--- config.mk ---
export PLATFORM = sky130hd
export DESIGN_NAME = shared_timer_uart
export DESIGN_NICKNAME = d
export VERILOG_FILES = /design/src/rtl/uart_pkg.sv /design/src/rtl/uart_timebase.sv /design/src/rtl/uart_tx_chan.sv /design/src/rtl/uart_rx_chan.sv /design/src/rtl/uart_rx_fifo.sv /design/src/rtl/shared_timer_uart.sv
export SDC_FILE = /design/constraint.sdc
export NUM_CORES = 1
export LEC_CHECK = 0
export ABC_AREA = 1
export BUFFER_PORTS_ARGS = -buffer_cell sky130_fd_sc_hd__buf_2
export CAP_MARGIN = 15
export CORE_MARGIN = 2
export CORE_UTILIZATION = 45
export DETAILED_ROUTE_END_ITERATION = 8
export PLACE_DENSITY = 0.59
export SLEW_MARGIN = 20
export SYNTH_ARGS = -nofsm -noshare
export SYNTH_HDL_FRONTEND = slang
export SYNTH_SLANG_ARGS = --single-unit
--- constraint.sdc ---
create_clock -name clk -period 3.6 [get_ports clk]
set_clock_uncertainty 0.2 [all_clocks]
set_input_delay 0.72 -clock clk [delete_from_list [all_inputs] [get_ports clk]]
set_output_delay 0.72 -clock clk [all_outputs]
set_load 0.02 [all_outputs]
--- src/rtl/uart_pkg.sv ---
// Shared types for the shared-timer serial port.
// Assumes: nothing beyond IEEE 1800-2017.
package uart_pkg;
    typedef enum logic [1:0] {TX_IDLE, TX_BUSY, TX_TAIL} tx_state_t;
    typedef enum logic       {RX_IDLE, RX_RECV} rx_state_t;
    localparam int STOP_BITS  = 1;
    localparam int START_BITS = 1;
endpackage

--- src/rtl/uart_timebase.sv ---
// Free-running counter shared by both directions.
// Assumes: wraps modulo 2**CNT_W; users compare with modular arithmetic.
module uart_timebase #(
    parameter int CNT_W = 16
) (
    input  logic             clk,
    input  logic             rst_n,
    output logic [CNT_W-1:0] cnt
);
    // advance the shared time by one every cycle
    always_ff @(posedge clk) begin
        if (!rst_n) cnt <= '0;
        else        cnt <= cnt + CNT_W'(1);
    end
endmodule

--- src/rtl/uart_tx_chan.sv ---
// Transmit channel: arms a set or clear action per bit and applies it when
// the compare value equals the shared counter, then advances the compare.
// Assumes: bit_period >= 2 and stable while a frame is in flight.
module uart_tx_chan
    import uart_pkg::*;
#(
    parameter int CNT_W  = 16,
    parameter int DATA_W = 8
) (
    input  logic              clk,
    input  logic              rst_n,
    input  logic [CNT_W-1:0]  cnt,
    input  logic [CNT_W-1:0]  period,
    input  logic [DATA_W-1:0] data,
    input  logic              valid,
    output logic              ready,
    output logic              line
);
    localparam int FRM   = DATA_W + START_BITS + STOP_BITS;
    localparam int IDX_W = $clog2(FRM);

    tx_state_t        state;
    logic [CNT_W-1:0] cmp;
    logic [FRM-1:0]   frame;
    logic [IDX_W-1:0] idx;
    logic             hit, accept, act_hi;

    assign ready  = (state != TX_BUSY);
    assign accept = valid && ready;
    assign hit    = (state != TX_IDLE) && (cnt == cmp);
    assign act_hi = frame[0];   // armed action: 1 = set, 0 = clear

    // schedule and apply one bit edge per compare match
    always_ff @(posedge clk) begin
        if (!rst_n) begin
            state <= TX_IDLE;
            cmp   <= '0;
            frame <= '1;
            idx   <= '0;
            line  <= 1'b1;
        end else begin
            case (state)
                TX_IDLE: if (accept) begin
                    frame <= {1'b1, data, 1'b0};
                    idx   <= '0;
                    cmp   <= cnt + CNT_W'(1);
                    state <= TX_BUSY;
                end
                TX_BUSY: if (hit) begin
                    line  <= act_hi;
                    frame <= {1'b1, frame[FRM-1:1]};
                    cmp   <= cmp + period;
                    if (idx == IDX_W'(FRM-1)) state <= TX_TAIL;
                    else                      idx   <= idx + IDX_W'(1);
                end
                TX_TAIL: begin
                    if (accept) begin
                        frame <= {1'b1, data, 1'b0};
                        idx   <= '0;
                        state <= TX_BUSY;
                        if (hit) cmp <= cmp + CNT_W'(1);
                    end else if (hit) begin
                        state <= TX_IDLE;
                    end
                end
                default: state <= TX_IDLE;
            endcase
        end
    end

    p_line_on_match_r2: assert property (@(posedge clk) disable iff (!rst_n)
        !(state == TX_BUSY && cnt == cmp) |=> $stable(line));
    p_accept_drops_ready_r3: assert property (@(posedge clk) disable iff (!rst_n)
        (valid && ready) |=> !ready);
endmodule

--- src/rtl/uart_rx_chan.sv ---
// Receive channel: a falling edge on the synchronised input arms a compare
// 1.5 periods ahead; each match samples one bit and advances the compare.
// Assumes: bit_period >= 16; edge detection is masked while receiving.
module uart_rx_chan
    import uart_pkg::*;
#(
    parameter int CNT_W  = 16,
    parameter int DATA_W = 8
) (
    input  logic              clk,
    input  logic              rst_n,
    input  logic [CNT_W-1:0]  cnt,
    input  logic [CNT_W-1:0]  period,
    input  logic              pin,
    input  logic              q_full,
    output logic              push,
    output logic [DATA_W-1:0] byte_out,
    output logic              overrun,
    output logic              frame_err
);
    localparam int IDX_W = $clog2(DATA_W + 1);

    rx_state_t         state;
    logic [CNT_W-1:0]  cmp;
    logic [IDX_W-1:0]  idx;
    logic [DATA_W-1:0] shreg;
    logic              s1, s2, prev, fall, hit, stop_hit;

    assign fall     = prev && !s2;
    assign hit      = (state == RX_RECV) && (cnt == cmp);
    assign stop_hit = hit && (idx == IDX_W'(DATA_W));
    assign push     = stop_hit && s2 && !q_full;
    assign byte_out = shreg;

    // bring the asynchronous pin into the clock domain
    always_ff @(posedge clk) begin
        if (!rst_n) {s1, s2, prev} <= 3'b111;
        else        {s1, s2, prev} <= {pin, s1, s2};
    end

    // edge-armed sampling driven by the receive compare
    always_ff @(posedge clk) begin
        if (!rst_n) begin
            state <= RX_IDLE;
            cmp   <= '0;
            idx   <= '0;
            shreg <= '0;
        end else if (state == RX_IDLE) begin
            if (fall) begin
                cmp   <= cnt + period + (period >> 1);
                idx   <= '0;
                state <= RX_RECV;
            end
        end else if (hit) begin
            cmp <= cmp + period;
            if (idx == IDX_W'(DATA_W)) begin
                state <= RX_IDLE;
            end else begin
                shreg <= {s2, shreg[DATA_W-1:1]};
                idx   <= idx + IDX_W'(1);
            end
        end
    end

    // sticky error flags
    always_ff @(posedge clk) begin
        if (!rst_n) begin
            overrun   <= 1'b0;
            frame_err <= 1'b0;
        end else begin
            if (stop_hit && s2 && q_full) overrun   <= 1'b1;
            if (stop_hit && !s2)          frame_err <= 1'b1;
        end
    end

    p_overrun_sticky_r7: assert property (@(posedge clk) disable iff (!rst_n)
        overrun |=> overrun);
    p_frame_sticky_r8: assert property (@(posedge clk) disable iff (!rst_n)
        frame_err |=> frame_err);
    p_masked_while_busy_r11: assert property (@(posedge clk) disable iff (!rst_n)
        (state == RX_RECV && !hit) |=> state == RX_RECV);
endmodule

--- src/rtl/uart_rx_fifo.sv ---
// Small in-order byte queue for received data.
// Assumes: writer never pushes when full (gated outside).
module uart_rx_fifo #(
    parameter int DATA_W = 8,
    parameter int DEPTH  = 2
) (
    input  logic              clk,
    input  logic              rst_n,
    input  logic              push,
    input  logic [DATA_W-1:0] wdata,
    input  logic              pop,
    output logic [DATA_W-1:0] rdata,
    output logic              not_empty,
    output logic              full
);
    localparam int AW = (DEPTH > 1) ? $clog2(DEPTH) : 1;
    localparam int CW = $clog2(DEPTH + 1);

    logic [DATA_W-1:0] mem [DEPTH];
    logic [AW-1:0]     wp, rp;
    logic [CW-1:0]     count;
    logic              do_pop, do_push;

    assign not_empty = (count != '0);
    assign full      = (count == CW'(DEPTH));
    assign rdata     = mem[rp];
    assign do_pop    = pop && not_empty;
    assign do_push   = push && !full;

    // write side storage
    always_ff @(posedge clk) begin
        if (do_push) mem[wp] <= wdata;
    end

    // pointers and occupancy
    always_ff @(posedge clk) begin
        if (!rst_n) begin
            wp    <= '0;
            rp    <= '0;
            count <= '0;
        end else begin
            if (do_push) wp <= (wp == AW'(DEPTH-1)) ? '0 : wp + AW'(1);
            if (do_pop)  rp <= (rp == AW'(DEPTH-1)) ? '0 : rp + AW'(1);
            count <= count + CW'(do_push) - CW'(do_pop);
        end
    end

    p_no_overflow_r7: assert property (@(posedge clk) disable iff (!rst_n)
        push |-> !full);
    p_empty_pop_r6: assert property (@(posedge clk) disable iff (!rst_n)
        (pop && !not_empty && !push) |=> !not_empty);
endmodule

--- src/rtl/shared_timer_uart.sv ---
// Full-duplex 8N1 serial port whose two directions share one free-running
// counter; each direction schedules itself with its own compare value.
// Assumes: bit_period in [16, 2**CNT_W/2), changed only while idle.
module shared_timer_uart #(
    parameter int CNT_W    = 16,
    parameter int DATA_W   = 8,
    parameter int RX_DEPTH = 2
) (
    input  logic              clk,
    input  logic              rst_n,
    input  logic [CNT_W-1:0]  bit_period,
    input  logic [DATA_W-1:0] tx_byte,
    input  logic              tx_valid,
    output logic              tx_ready,
    output logic              txd,
    input  logic              rxd,
    output logic [DATA_W-1:0] rx_byte,
    output logic              rx_avail,
    input  logic              rx_take,
    output logic              err_overrun,
    output logic              err_frame
);
    logic [CNT_W-1:0]  now;
    logic              q_push, q_full;
    logic [DATA_W-1:0] q_wdata;

    uart_timebase #(.CNT_W(CNT_W)) u_tb (
        .clk(clk), .rst_n(rst_n), .cnt(now));

    uart_tx_chan #(.CNT_W(CNT_W), .DATA_W(DATA_W)) u_tx (
        .clk(clk), .rst_n(rst_n), .cnt(now), .period(bit_period),
        .data(tx_byte), .valid(tx_valid), .ready(tx_ready), .line(txd));

    uart_rx_chan #(.CNT_W(CNT_W), .DATA_W(DATA_W)) u_rx (
        .clk(clk), .rst_n(rst_n), .cnt(now), .period(bit_period),
        .pin(rxd), .q_full(q_full), .push(q_push), .byte_out(q_wdata),
        .overrun(err_overrun), .frame_err(err_frame));

    uart_rx_fifo #(.DATA_W(DATA_W), .DEPTH(RX_DEPTH)) u_q (
        .clk(clk), .rst_n(rst_n), .push(q_push), .wdata(q_wdata),
        .pop(rx_take), .rdata(rx_byte), .not_empty(rx_avail), .full(q_full));
endmodule

==> results.txt, run 1 <==
Summing all placed instances gives a cell area of 0.00849 mm². The largest fanout on the critical path is 5. The worst path needs 2960 ps of the cycle, external delays included.

The cell row count came out at 48. The sequential element share of the synthesized area came out at 0.276. Setup repair after global routing left no endpoint under its margin. The HPWL reported at the end of detailed placement came out at around 17,000 µm. The final cycle utilization of the critical path is 0.821. The max-cap violation count is 0.

The number of nets in the synthesized netlist came out at about 1,300. By area the synthesized netlist is led by dfxtp_1, nand2_1, nor2_1. The floorplan die width is approximately 140 µm. The global-route total usage across every layer is 0.240. The area of the die came out at between 0.015 and 0.02 mm². The iteration count of the initial detailed-routing pass is 5. The global-route wire length before repair came out at 35,400 µm. The count of mapped cells out of synthesis is 1,236.

The number of max-slew violations in the final report is 0. The critical path starts at bit_period[1]. In this run the cell area of the synthesized design comes to around 0.0080 mm². The worst flop-to-flop path endpoint is u_tx.cmp[10]. The worst-case vdd ir drop came out at 0.000357 V. The startpoint identified for the worst hold timing path is u_rx.s1. The routability congestion estimate is 0.950. The share of synthesized flip-flops with an asynchronous set or reset is 0. The standard cell core area came out at 0.0174 mm². The number of distinct library cells after synthesis is between 40 and 50. The net count of the finished layout is 1,375.

The clock net in this run drives a total of 103 sinks. The final worst slack came out at 643 ps. For the pin with the worst max-slew slack, the measured transition is 713 ps.

The wire length reported by the detailed router came out at 21,900 µm. The setup violation total in the final timing report is 0. The worst hold path belongs to the class reg2reg. The number of clock buffers added by TritonCTS is 9. The number of global-route vias before repair is 7,063. Counting flops with a built-in enable in the synthesized netlist gives 16.

The number of buffers inserted by post-CTS setup repair is 0. The startpoint kind of the worst setup timing path is a primary input. The number of hold buffers added after CTS was 0. The maximum number of pins on one net before global-route repair came out at 52. Yosys printed 0 warnings. The worst path arrival time came out at 3010 ps. The sequential standard cell area is 0.00222 mm². Along the worst hold path, the cell count comes to 1. The post-synthesis register bit count came out at 103. Broken down by cell family, the worst path's largest delay share belongs to adder cells.

The signal on the critical path passes through buf_2, inv_1, fa_1, inv_1, ha_1, inv_1, fa_1, o21ai_0, buf_4, nand2_1, nand2_1, nand2_1, nand2_1, nand2_1, nand3_1, nand2_1, nor2_1, nor2_1. At the worst endpoint, the required time is 3660 ps. The remaining antenna violation count after routing is 0. After detailed routing, the average wire length per cell comes to 14.6 µm.

For this run, the leading register cell type out of synthesis is dfxtp_1. The critical path capture point type is a flip-flop. The number of filler cells placed in the layout came out at 1,837. The critical path is of the in2reg type.

The number of standard cells in the final layout excluding fillers is 1,502. For hold timing, the worst endpoint is u_rx.s2. The iteration-0 DRC count of the detailed router came out at approximately 540.

The post-placement setup slack is around 310 ps. The number of gates given a new drive strength after cts came out at 0. In this run the mean area of a mapped cell was 6.51 µm². The die is 138 µm tall. The worst max-slew margin expressed relative to the limit is 0.523. The number of buffers on the longest clock path is 2. The path depth of the worst reg2reg path came out at 16.

The clock transition time at the flip-flop clock pins of the worst setup and hold paths came out at roughly 80 ps. The depth of the CTS H-tree came out at 3. The DRC violation count after routing is 0. In this design, the stage delay of the slowest critical-path cell is ~420 ps.

The number of diodes added for antenna fixing is 0. The worst reg-to-reg setup slack is 650 ps. The number of antenna violations at the first check in global routing is 0. TritonCTS built the clock tree. After global routing the overflow that remains totals 0. The leakage power came out at 0.00433 µW. The final-report hold violation count is 0. Measured on the finished design, the core utilization comes to 0.505. The source of the worst register-to-register timing path is u_tx.state[0].

The flow ran to the end, and the final reports show no timing, DRC or antenna violations. In the routed layout, each cell is associated on average with a via count of 5.12. The proportion of netlist area held by the largest area contributor is 0.216. The number of cells after detailed placement is between 1,000 and 1,500. The combined area of the multi-input logic cells came out at 0.00510 mm².

Counting buffers and inverters, the worst setup path is 18 cells deep. Derived from the worst setup path, the maximum achievable clock frequency is 338 MHz. The final instance area came out at 0.00880 mm².

Setup total negative slack on the finished layout was measured at 0 ps. On the critical path, the stage with the largest delay is an instance of fa_1. For this design the top-level I/O count stands at 42. The number of buffer and inverter stages on the critical path came out at 5. The area added between synthesis and finish came out at 9.41%. The total power per unit cell area is 520 mW/mm². The cell occurring most often along the worst timing path is nand2_1.

The worst-skew pair later-pin latency came out at about 370 ps. Input and output buffers added on the ports amount to 41. The initial utilization of the core area, before any placement, comes to 0.462. The via total after detailed routing is 7,693.

The cell accounting for the most synthesized area is dfxtp_1. The cell sitting at the root of the clock tree is a clkbuf_16. Of the cells placed in the final design, the portion with a size suffix greater than 1 is 0.0760.
## power breakdown
| group | internal [µW] | switching (µW) |
|---|---|---|
| Clock | 498 | 526 |
| Sequential | 1300 | 136 |
| Combinational | 756 | 1360 |
| Total | 2560 | 2020 |
## Yosys cell counts (5+ instances only)
library cell,n
a21oi_1,74
buf_2,5
clkbuf_1,16
dfxtp_1,87
edfxtp_1,16
fa_1,18
ha_1,56
inv_1,156
inv_2,5
mux2_2,8
mux2i_1,7
nand2_1,325
nand3_1,92
nand3b_1,7
nand4_1,18
nor2_1,195
nor3_1,5
o21ai_0,71
or2_2,6
xnor2_1,13
xor2_1,20
## worst max-delay path by stage
| stage | end |
|---|---|
| after floorplan | u_rx.cmp[11] |
| after global placement | u_rx.cmp[11] |
| after detailed placement | u_rx.cmp[11] |
| after CTS | u_tx.cmp[10] |
| after global routing | u_rx.cmp[11] |
| final | u_rx.cmp[11] |
## metrics by stage
stage | hold WS, ps | power [µW]
floorplan | 193 | 3070
global route | 234 | 4970
global placement | 196 | 3550
CTS | 217 | 4590
detailed placement | 198 | 3560
finish | 215 | 4580
## registers in the layout, summed over array words and instances (netlist names), 2 cells and up, named ones only
register,count
u_q.mem,16
u_rx.cmp,16
u_tb.cnt,16
u_tx.cmp,16
u_tx.frame,9
u_rx.byte_out,8
u_rx.idx,4
u_tx.idx,4
u_q.count,2
u_tx.state,2
## per-layer routing
metal | up-vias | GRT usage | share of wire
met5 | - | 0 | 0
li1 | 4043 | - | -
met3 | 30 | 0.0269 | 0.036
met4 | 0 | 0.0612 | 0.017
met2 | 156 | 0.388 | 0.45
met1 | 3464 | 0.341 | 0.50
## worst register-to-register path, cell delays in order (launching register included)
cell and delay, ps:
dfxtp_1 410, inv_1 110, ha_1 220, buf_4 150, nor2_1 270, fa_1 260, nand2_1 80, a21oi_1 380
nand2_1 120, nand2_1 140, nand3_1 110, nand2_1 70, nand2_1 40, nand3_1 70, nand2_1 50, nor2_1 90
nor2_1 50
## layout by cell type (no fill, tap or decap), drive strengths merged
| master | synthesis | layout |
|---|---|---|
| o21ai | 71 | 71 |
| nand2 | 329 | 329 |
| o21bai | 1 | 1 |
| a31oi | 3 | 3 |
| nand3 | 94 | 94 |
| ha | 56 | 56 |
| xor2 | 20 | 20 |
| clkinv | 2 | 7 |
| and2 | 1 | 1 |
| nor3 | 5 | 5 |
| nand3b | 7 | 7 |
| clkbuf | 17 | 9 |
| dfxtp | 87 | 87 |
| o21a | 3 | 3 |
| inv | 161 | 163 |
| or2 | 6 | 6 |
| and3 | 1 | 1 |
| fa | 18 | 18 |
| a21oi | 76 | 76 |
| a2bb2oi | 1 | 1 |
| o211ai | 2 | 2 |
| nand4 | 18 | 18 |
| nor2 | 198 | 198 |
| o22ai | 1 | 1 |
| nor4 | 1 | 1 |
| a21o | 3 | 3 |
| xnor2 | 13 | 13 |
| mux2i | 7 | 7 |
| buf | 9 | 51 |
| nor2b | 1 | 1 |
| edfxtp | 16 | 16 |
| mux2 | 8 | 8 |
## final cells by class
class,instances,area share
multi-input combinational,944,0.579
sequential,103,0.252
inverter,163,0.0695
tap,225,0.0320
timing repair buffer,51,0.0318
clock buffer,9,0.0256
clock inverter,7,0.00981
## logic make-up after synthesis
group,count (synthesis),synth area share
AOI/OAI and AO/OA,161,0.105
xor gates and xnor gates,33,0.0359
adders and majority gates,74,0.132
buffers and inverters,189,0.0905
DFF,103,0.276
muxes,15,0.0199
and+or+nand+nor,661,0.341
Power figures use the tool's default switching activity.
==> run 2: changes to the inputs <==
==> constraint.sdc (replaced) <==
create_clock -name clk -period 2.9 [get_ports clk]
set_clock_uncertainty 0.2 [all_clocks]
set_input_delay 0.58 -clock clk [delete_from_list [all_inputs] [get_ports clk]]
set_output_delay 0.58 -clock clk [all_outputs]
set_load 0.02 [all_outputs]
==> results.txt, run 2 (synthesis results as in run 1) <==
The number of global-route vias before repair came out at 7,115. In this run, post-CTS repair resized a total of 0 instances. The flow ran to the end, and the final reports show no timing, DRC or antenna violations. The area added between synthesis and finish is 12.3%.

The worst hold path class is reg2reg. The finished cells cover 0.00904 mm². The share of total power in combinational logic came out at 0.472.

The worst setup path is launched from a primary input. The remaining antenna violation count after routing is 0. The setup path with the least slack is of type in2reg. Data on the critical path arrives at its endpoint at around 2700 ps.

The net switching share of the total power is 0.437. Across all layers, the routed design uses around 7,700 vias. The number of buffers on the longest clock path is 2. The cell sitting at the root of the clock tree is a clkbuf_16.

For the worst-skew pair, the clock arrives at the later sink with an insertion delay of 360 ps. Once placement finished, the instance area stood at 0.00869 mm². Leaving out fill and tap cells, the most frequent cell in the layout is nand2_1. The depth of the CTS H-tree came out at 3. The standard cell core area is 0.0174 mm². The number of placed I/O pins came out at 42.

The die is 138 µm wide. The routed length per placed instance is 14.4 µm. The DRC violation count after routing is 0. The number of hold buffers added after cts is 0.

In this run, the number of DRC markers left after iteration 0 of detailed routing was 560. The number of max-slew violations in the final report is 0. The share of total power dissipated in the clock network is 0.221. The number of clock sinks seen by CTS came out at 103. Measured along the y axis, the die boundary spans 138 µm.

Using the TritonRoute via totals, the vias-per-cell ratio works out to 5.05. The net count of the finished layout is 1,402. For the final routed database, the setup TNS stands at 0 ps. The global-route total usage across every layer is 0.242.

STA puts the critical path data required time at 2960 ps. The setup violation total in the final timing report came out at 0. For the pin with the worst max-slew slack, the measured transition is 628 ps.

The clock period minus final worst setup slack is 2650 ps. The switching power total came out at 2540 µW. The cell row count is between 40 and 50. After global routing the overflow that remains totals 0.

In this run the tool buffered the top-level ports with about 40 buffer cells. The largest fanout on the critical path came out at 4. The final cycle utilization of the critical path came out at 0.915. The routability congestion estimate came out at around 0.97. In this run the power density over the cells is 642 mW/mm². The ratio of cells with drive above 1 in the final layout came out at 0.0997.

The share of total power in sequential cells came out at 0.307. The worst-case IR drop observed on VDD is 0.000601 V. The final-report hold violation count came out at 0. Setup repair after global routing left no endpoint under its margin. The number of diodes added for antenna fixing came out at 0. The HPWL reported at the end of detailed placement is 17,500 µm. Summed over all layers, the routed wires come to 22,100 µm. The number of buffers inserted by post-CTS setup repair is 0. The number of buffers created by CTS is 9. Before antenna repair, the detailed router went through 5 iterations. For this design the static power due to leakage is roughly 0.0045 µW. The floorplan step defined a die boundary enclosing 0.0190 mm². The worst max-slew margin expressed relative to the limit is 0.578.

The maximum clock frequency came out at about 380 MHz. The cell-internal power came out at 3260 µW. TritonCTS built the clock tree. The maximum number of pins on one net before global-route repair is 52. The post-layout utilization of the core came out at 0.519. After clock tree synthesis, the clock-pin slew on the worst setup and hold paths is about 90 ps.

Leaving out fill and tap cells, the most frequent cells in the layout are nand2_1, nor2_1, inv_1. The global-route wire length before repair is 35,700 µm. The initial core utilization came out at 0.462.

STA classifies the critical path endpoint as a flip-flop. The max-cap violation count is 0. The number of antenna violations at the first check in global routing is 0.
-- run 2: changes by cell type in the layout (fill, tap and decap cells not counted), moves of 2 or more --
cell	previous run	this run
a21oi_1	74	71
a21oi_2	2	4
buf_4	10	36
o21ai_0	71	69
o21ai_1	0	2
-- run 2: power groups by stage --
| stage | Clock, µW | Sequential [µW] | Combinational (µW) |
|---|---|---|---|
| finish | 1280 | 1780 | 2740 |
| global route | 1370 | 1810 | 3150 |
| CTS | 1320 | 1780 | 2720 |
| detailed placement | 0 | 1810 | 2710 |
| global placement | 0 | 1810 | 2680 |
| floorplan | 0 | 1760 | 2050 |
-- run 2: area by class of cell --
type	instances	area [µm²]
Clock inverter	7	91.3
Multi-Input combinational cell	944	5120
Tap cell	225	282
Inverter	163	612
Sequential cell	103	2220
Fill cell	1820	8380
Clock buffer	9	225
Timing Repair Buffer	78	487
-- run 2: per-layer routing --
metal,wire [µm],GRT usage,vias to the layer above,part of all wire
met5,0,0,-,0
met3,919,0.0280,26,0.042
met2,9960,0.394,153,0.45
met4,302,0.0590,0,0.014
li1,-,-,4088,-
met1,10900,0.344,3457,0.49
-- run 2: path summary, 6_finish.rpt --
check,from,to,slack (ps),cells after the start
max,bit_period[1],u_rx.cmp[11],250,15
min reg2reg,u_rx.s1,u_rx.s2,220,1
min,u_rx.s1,u_rx.s2,220,1
max reg2reg,u_tx.state[0],u_tx.cmp[10],270,17
-- run 2: per-stage QoR --
| step | hold slack [ps] | power, µW | std cells | setup WS, ps |
|---|---|---|---|---|
| 3_5_place_dp | 203 | 4520 | 1513 | -120 |
| 2_1_floorplan | 193 | 3810 | 1236 | 69.6 |
| 5_1_grt | 219 | 6330 | 1529 | 4.27 |
| 6_report | 216 | 5800 | 1529 | 247 |
| 4_1_cts | 213 | 5820 | 1529 | 62.5 |
| 3_3_place_gp | 193 | 4490 | 1513 | -105 |
-- run 2: critical path: stages --
cell and delay (ps):
buf_2 120, fa_1 540, ha_1 170, inv_1 60, fa_1 400, o21ai_1 210, nand2_1 70, nand2_1 130
nand2_1 90, nand2_1 60, nand2_1 40, nand3_1 60, nand2_1 50, nor2_1 100, nor2_1 40
